### src/rtl/adc_init_pkg.sv
package adc_init_pkg;
  typedef enum logic [1:0] {
    ST_PD   = 2'd0,
    ST_WAIT = 2'd1,
    ST_INIT = 2'd2,
    ST_RUN  = 2'd3
  } seq_state_e;
endpackage

### src/rtl/frame_edge_det.sv
module frame_edge_det #(
  parameter int SYNC_STAGES = 2
) (
  input  logic clk_i,
  input  logic rst_ni,
  input  logic frame_clk_i,
  input  logic fall_sel_i,
  output logic edge_o
);
  logic [SYNC_STAGES:0] pipe_q;
  logic synced, prev, rise, fall;

  always_ff @(posedge clk_i or negedge rst_ni) begin
    if (!rst_ni) pipe_q <= '0;
    else         pipe_q <= {pipe_q[SYNC_STAGES-1:0], frame_clk_i};
  end

  assign synced = pipe_q[SYNC_STAGES-1];
  assign prev   = pipe_q[SYNC_STAGES];
  assign rise   = synced & ~prev;
  assign fall   = ~synced & prev;
  assign edge_o = fall_sel_i ? fall : rise;
endmodule

### src/rtl/init_counter.sv
module init_counter #(
  parameter int CNT_W      = 10,
  parameter int MASTER_LEN = 516,
  parameter int SLAVE_LEN  = 517
) (
  input  logic             clk_i,
  input  logic             rst_ni,
  input  logic             clr_i,
  input  logic             inc_i,
  input  logic             slave_i,
  output logic             done_o,
  output logic [CNT_W-1:0] cnt_o
);
  localparam logic [CNT_W-1:0] MASTER_LAST = CNT_W'(MASTER_LEN - 1);
  localparam logic [CNT_W-1:0] SLAVE_LAST  = CNT_W'(SLAVE_LEN - 1);

  logic [CNT_W-1:0] cnt_q, last;

  assign last = slave_i ? SLAVE_LAST : MASTER_LAST;

  always_ff @(posedge clk_i or negedge rst_ni) begin
    if (!rst_ni)     cnt_q <= '0;
    else if (clr_i)  cnt_q <= '0;
    else if (inc_i)  cnt_q <= cnt_q + CNT_W'(1);
  end

  assign done_o = inc_i & (cnt_q == last);
  assign cnt_o  = cnt_q;

  assert_cnt_step_R6: assert property (@(posedge clk_i) disable iff (!rst_ni)
    (inc_i && !clr_i) |=> (cnt_q == $past(cnt_q) + CNT_W'(1)));
endmodule

### src/rtl/adc_init_seq.sv
module adc_init_seq
  import adc_init_pkg::*;
#(
  parameter int DATA_W     = 24,
  parameter int CNT_W      = 10,
  parameter int MASTER_LEN = 516,
  parameter int SLAVE_LEN  = 517
) (
  input  logic              clk_i,
  input  logic              rst_ni,
  input  logic              pwr_dn_ni,
  input  logic              frame_clk_i,
  input  logic              slave_mode_i,
  input  logic              edge_fall_i,
  input  logic [DATA_W-1:0] ch0_data_i,
  input  logic [DATA_W-1:0] ch1_data_i,
  output logic [DATA_W-1:0] ch0_data_o,
  output logic [DATA_W-1:0] ch1_data_o,
  output logic              filt_rst_o,
  output logic [1:0]        state_o
);
  localparam logic [CNT_W-1:0] M_LAST = CNT_W'(MASTER_LEN - 1);
  localparam logic [CNT_W-1:0] S_LAST = CNT_W'(SLAVE_LEN - 1);

  seq_state_e       state_q, state_d;
  logic             frm_edge, cnt_done;
  logic [CNT_W-1:0] cnt;

  frame_edge_det #(.SYNC_STAGES(2)) u_edge (
    .clk_i       (clk_i),
    .rst_ni      (rst_ni),
    .frame_clk_i (frame_clk_i),
    .fall_sel_i  (edge_fall_i),
    .edge_o      (frm_edge)
  );

  init_counter #(
    .CNT_W      (CNT_W),
    .MASTER_LEN (MASTER_LEN),
    .SLAVE_LEN  (SLAVE_LEN)
  ) u_cnt (
    .clk_i   (clk_i),
    .rst_ni  (rst_ni),
    .clr_i   (state_q != ST_INIT),
    .inc_i   (frm_edge && (state_q == ST_INIT)),
    .slave_i (slave_mode_i),
    .done_o  (cnt_done),
    .cnt_o   (cnt)
  );

  always_comb begin
    state_d = state_q;
    unique case (state_q)
      ST_PD:   state_d = ST_WAIT;
      ST_WAIT: if (frm_edge) state_d = ST_INIT;
      ST_INIT: if (cnt_done) state_d = ST_RUN;
      ST_RUN:  state_d = ST_RUN;
      default: state_d = ST_PD;
    endcase
    if (!pwr_dn_ni) state_d = ST_PD;
  end

  always_ff @(posedge clk_i or negedge rst_ni) begin
    if (!rst_ni) state_q <= ST_PD;
    else         state_q <= state_d;
  end

  // zero both channels outside run
  assign ch0_data_o = (state_q == ST_RUN) ? ch0_data_i : '0;
  assign ch1_data_o = (state_q == ST_RUN) ? ch1_data_i : '0;
  assign filt_rst_o = (state_q == ST_PD);
  assign state_o    = state_q;

  assert_pd_entry_R9: assert property (@(posedge clk_i) disable iff (!rst_ni)
    !pwr_dn_ni |=> (state_q == ST_PD));

  assert_pd_release_R2: assert property (@(posedge clk_i) disable iff (!rst_ni)
    (state_q == ST_PD && pwr_dn_ni) |=> (state_q == ST_WAIT));

  assert_init_entry_R3: assert property (@(posedge clk_i) disable iff (!rst_ni)
    (state_q == ST_WAIT && pwr_dn_ni && frm_edge) |=> (state_q == ST_INIT));

  assert_run_len_R7: assert property (@(posedge clk_i) disable iff (!rst_ni)
    (state_q == ST_INIT && pwr_dn_ni && frm_edge &&
     cnt == (slave_mode_i ? S_LAST : M_LAST)) |=> (state_q == ST_RUN));

  assert_run_hold_R6: assert property (@(posedge clk_i) disable iff (!rst_ni)
    (state_q == ST_INIT && pwr_dn_ni && !frm_edge) |=> (state_q == ST_INIT));
endmodule

### config.mk
export PLATFORM = sky130hd
export DESIGN_NAME = adc_init_seq
export DESIGN_NICKNAME = d
export VERILOG_FILES = /design/src/rtl/adc_init_pkg.sv /design/src/rtl/frame_edge_det.sv /design/src/rtl/init_counter.sv /design/src/rtl/adc_init_seq.sv
export SDC_FILE = /design/constraint.sdc
export NUM_CORES = 1
export LEC_CHECK = 0
export ABC_CLOCK_PERIOD_IN_PS = 1850
export BUFFER_PORTS_ARGS = -buffer_cell sky130_fd_sc_hd__buf_2
export CAP_MARGIN = 10
export CORE_UTILIZATION = 25
export DETAILED_ROUTE_END_ITERATION = 7
export GPL_TIMING_DRIVEN = 0
export HOLD_SLACK_MARGIN = 0.12
export SLEW_MARGIN = 20
export SYNTH_ARGS = -nofsm -noshare
export SYNTH_HDL_FRONTEND = slang
export SYNTH_SLANG_ARGS = --single-unit
### constraint.sdc
create_clock -name clk_i -period 1.85 [get_ports clk_i]
set_input_delay 0.185 -clock clk_i [delete_from_list [all_inputs] [get_ports clk_i]]
set_output_delay 0.185 -clock clk_i [all_outputs]
set_load 0.05 [all_outputs]
Yosys cells after proc, flatten, opt, wreduce, memory -nomap -nowiden
Cells that the tools add are included.
{ "op_classes": {"add_sub_neg": 1, "n_eq_ne": 7, "mux": 10, "n_bitwise": 5, "reduce_logical": 4} }
{ "op_table": {"columns": ["cell", "count"], "rows": [
  ["two-way mux 24 bit", 2],
  ["two-way mux 10 bit", 2],
  ["adder 10 x 1 -> 10 bit (second input constant)", 1],
  ["== test 10 bit", 1],
  ["one-hot mux 2 bit (4 select lines)", 1],
  ["two-way mux 2 bit", 3],
  ["!= test 3 bit (second input constant)", 2],
  ["== test 2 bit (second input constant)", 2],
  ["AND 1 bit", 3],
  ["two-way mux 3 bit", 1],
  ["== test 2 x 1 -> 1 bit (second input constant)", 1],
  ["zero test 2 bit", 1],
  ["!= test 2 bit (second input constant)", 1],
  ["inverter 1 bit", 2],
  ["AND reduction 2 bit", 1],
  ["nonzero test 2 bit", 1],
  ["logical AND 1 bit", 1],
  ["two-way mux 1 bit", 1]
]} }
{ "totals": {"reg_bits": 15, "in_bits": 54, "out_inout_bits": 51, "wordCells": 30} }

Longest topological paths before layout
{ "logic_depth": {"ltp_word": 8, "ltp_mapped": 5, "mapped_depth_nobuf": 4} }

Hierarchy
A second synthesis with hierarchy kept.
{ "hier_totals": {"hier_cells": 129, "area_unflattened_um2": 1096.1} }
{ "modules_own_cells": {"columns": ["module", "n_inst", "cells_each", "area_each_um2", "seq_area_each_um2"], "rows": [
  ["init_counter", 1, 55, 538.0, 250.2],
  ["adc_init_seq", 1, 68, 460.4, 50.0],
  ["frame_edge_det", 1, 6, 97.6, 75.1]
]} }

Least setup slack after synthesis
Ideal clock, no wire load.
{ "synth_timing": {"path_type": "reg-to-output", "from": "register state_q[0] (netlist: state_o[0])", "to": "output port ch1_data_o[10]", "arrival_ps": 1612, "required_ps": 1665, "path_slack_ps": 53, "path_stages_with_launch": 4, "n_path_buf": 2, "path_cell_list": "dfrtp_1 clkbuf_1 clkbuf_1 and3_1"} }
{ "synth_via": {"elab_chain_len": 2} }
{ "synth_lines": {"columns": ["element", "line_no", "text"], "rows": [
  ["start: declaration", "adc_init_seq.sv:25", "seq_state_e state_q, state_d;"],
  ["start signal: assignment", "adc_init_seq.sv:65", "else state_q <= state_d;"],
  ["== test 2 bit", "adc_init_seq.sv:70", "assign ch1_data_o = (state_q == ST_RUN) ? ch1_data_i : '0;"],
  ["two-way mux 24 bit", "adc_init_seq.sv:70", null],
  ["end: declaration", "adc_init_seq.sv:18", "output logic [DATA_W-1:0] ch1_data_o,"]
]} }
No other way between the ends.

Worst setup path in the final report
{ "layout_timing": {"from": "register state_q[0] (netlist: state_o[0])", "to": "output port ch1_data_o[7]"} }
The elaborated chain is that of the path after synthesis.

==> flow_summary.json <==
{
  "cp-end-kind": "primary output",
  "cp-start-kind": "register",
  "dp_cells": 282,
  "syn-cell-area_sq_mm": 0.00108,
  "cts_tree": "done",
  "ys_types": 27,
  "grt_usage_pct": 13.9,
  "critPathRequiredTime_ns": 1.66,
  "hold_path_class": "input port to register",
  "start_util_pct": 26.6,
  "slew_viol_final": 0,
  "diodes": 0,
  "setup_slack_ns": 0.119,
  "tns_ns": 0,
  "worst_hold_slack_ns": 0.188,
  "grt_pass1_vias": 1076,
  "die_y_um": 67.7,
  "clock-sinks": 15,
  "synth-async-reset-ratio_pct": 100,
  "synth_area_leaders": "dfrtp_1 (35%), and3_1 (28%), xor2_1 (6.5%)",
  "avgSynthCellArea_sq_um": 8.43,
  "synth-edff-count": 0,
  "drt-initial-drc-count": 24,
  "syn_nets": 183,
  "cap_violations": 0,
  "synthCells": 128,
  "fmax_mhz": 578,
  "routed_wl_um": 3490,
  "drive_gt1_share_pct": 47.5,
  "cts_buffers": 3,
  "cts_buffer_depth": 2,
  "grt_pass1_wl_um": 4920,
  "io_pins": 105,
  "rsz0062_at_grt": "no",
  "critPathKind": "register to primary output",
  "antenna_found_initial": 0,
  "fin_cells": 288,
  "cts_max_level": 1,
  "grt-ovfl-total": 0,
  "p_per_area_mw_per_mm2": 495,
  "status": "complete, no violations",
  "synth-seq-area-share_pct": 34.8,
  "synth_commonest_cells": "and3_1 (49), dfrtp_1 (15), clkbuf_1 (11), nor2_1 (10), xor2_1 (8)",
  "p_leak_nw": 1.13,
  "min_period_ns": 1.73,
  "cts_root_buf": "clkbuf_8",
  "finalCritPeriodShare_pct": 93.5,
  "die_w_um": 67.7,
  "clk_pin_slew_ns": 0.06,
  "clock_latency_ns": 0.24,
  "io_buffers": 104,
  "nets": 294,
  "wire_per_inst_um": 12.1,
  "setup-violations-final": 0,
  "fin_skew_ns": 0.00127,
  "grt_max_degree": 16,
  "hpwlAfterDp_um": 2800,
  "syn2layout_area_growth_pct": 60.3,
  "yosys_warnings": 0,
  "max_slew_margin_pct": 69.8,
  "path_max_fanout": 10,
  "ys_ff_latch": 15,
  "dr.pass1.iters": 4,
  "gp_congestion": 0.758,
  "via_per_inst": 4.57,
  "die_area_sq_mm": 0.00458,
  "peakVddDrop_v": 0.000430,
  "drc": 0,
  "row_count": 23,
  "synth_top_area_share_pct": 34.8,
  "yosysMostFrequentCell": "and3_1",
  "core_area_sq_mm": 0.00406,
  "ant_nets": 0,
  "vias": 1316,
  "tightest_slew_ns": 0.453,
  "synth_ff_type": "dfrtp_1",
  "preCtsSetupSlack_ns": 0.180,
  "worstPathArrival_ns": 1.55,
  "yosys.area.top_type": "dfrtp_1",
  "hold_viol": 0
}
-- flip-flops by register name, summed over array words and instances, names as in the netlist --
name,count
u_cnt.cnt_o,10
u_edge.pipe_q,3
state_o,2
-- timing repair --
action | 4_1_cts | 5_1_grt
hold buffers | 2 | 0
setup endpoints to repair | 10 | 0
resized for setup | 2 | 0
setup buffers | 0 | 0
endpoints found under the hold margin | 16 | 0
-- layout make-up --
cell class	instances	area, sq um
buffer	12	51.3
clock buffer	4	45.0
fill	433	2330
inverter	1	3.75
multi-input combinational	100	651
sequential	15	375
tap	50	62.6
timing repair buffer	106	541
-- per-stage QoR --
| step | instance area (sq um) | utilization, % | power [mW] |
|---|---|---|---|
| after floorplan | 1080 | - | 0.497 |
| after global placement | 1660 | 40.9 | 0.595 |
| after detailed placement | 1660 | 40.9 | 0.598 |
| after CTS | 1730 | 42.6 | 0.872 |
| after global routing | 1730 | 42.6 | 0.902 |
| final | 1730 | 42.6 | 0.856 |
-- cell families after synthesis --
logic type	Yosys count	synth area share, %
adder cells (fa/ha/maj)	1	1.16
AO/OA/AOI/OAI	14	9.05
buffers and inverters	13	4.87
flip-flops	15	34.8
AND/OR/NAND/NOR	77	43.6
XOR/XNOR	8	6.50
-- report_power, final --
group	switching, mW	internal [mW]	leakage [nW]
Clock	0.109	0.152	0.0228
Combinational	0.167	0.0840	0.910
Sequential	0.00821	0.335	0.200
-- metal layers --
layer | up-vias | global-route usage, % | routed length, um
li1 | 683 | - | -
met1 | 577 | 17.9 | 1500
met2 | 54 | 24.0 | 1700
met3 | 2 | 1.52 | 272
met4 | 0 | 3.99 | 10
met5 | - | 0 | 0
-- final timing paths --
| path | start | end | slack, ns | depth (start not counted) |
|---|---|---|---|---|
| worst max-delay path | state_o[0] | ch1_data_o[7] | 0.12 | 4 |
| worst min-delay path | pwr_dn_ni | state_o[1] | 0.19 | 2 |
| worst max register to register | u_edge.pipe_q[2] | u_cnt.cnt_o[9] | 0.17 | 4 |
| worst min register to register | u_edge.pipe_q[0] | u_edge.pipe_q[1] | 0.35 | 0 |
| max in group asynchronous | rst_ni | u_cnt.cnt_o[0] | 1.24 | 2 |
| min in group asynchronous | rst_ni | u_cnt.cnt_o[6] | 0.37 | 2 |
-- critical path: stages, from the launching register on --
cell,delay [ns]
dfrtp_1,0.43
clkbuf_2,0.22
clkbuf_2,0.21
and3_1,0.18
buf_2,0.26
-- layout by cell type (no fill, tap or decap) --
cell and count:
buf_2 104, and3_1 49, dfrtp_1 15, clkbuf_1 10, nor2_1 10, xor2_1 8, nand2_1 4, o2111ai_1 3
o211ai_1 3, a21oi_1 3, nor3_1 3, clkbuf_8 3, clkbuf_2 2, and2_1 2, o21ai_0 2, dlygate4sd3_1 2
inv_1 1, nor3b_4 1, and3b_2 1, buf_4 1, and4_1 1, nor2_4 1, nand3_1 1, o31ai_1 1
or4_1 1, o21a_1 1, nor3b_1 1, nor4b_1 1, nand4_1 1, o32ai_1 1, ha_1 1
Power figures use the tool's default switching activity.
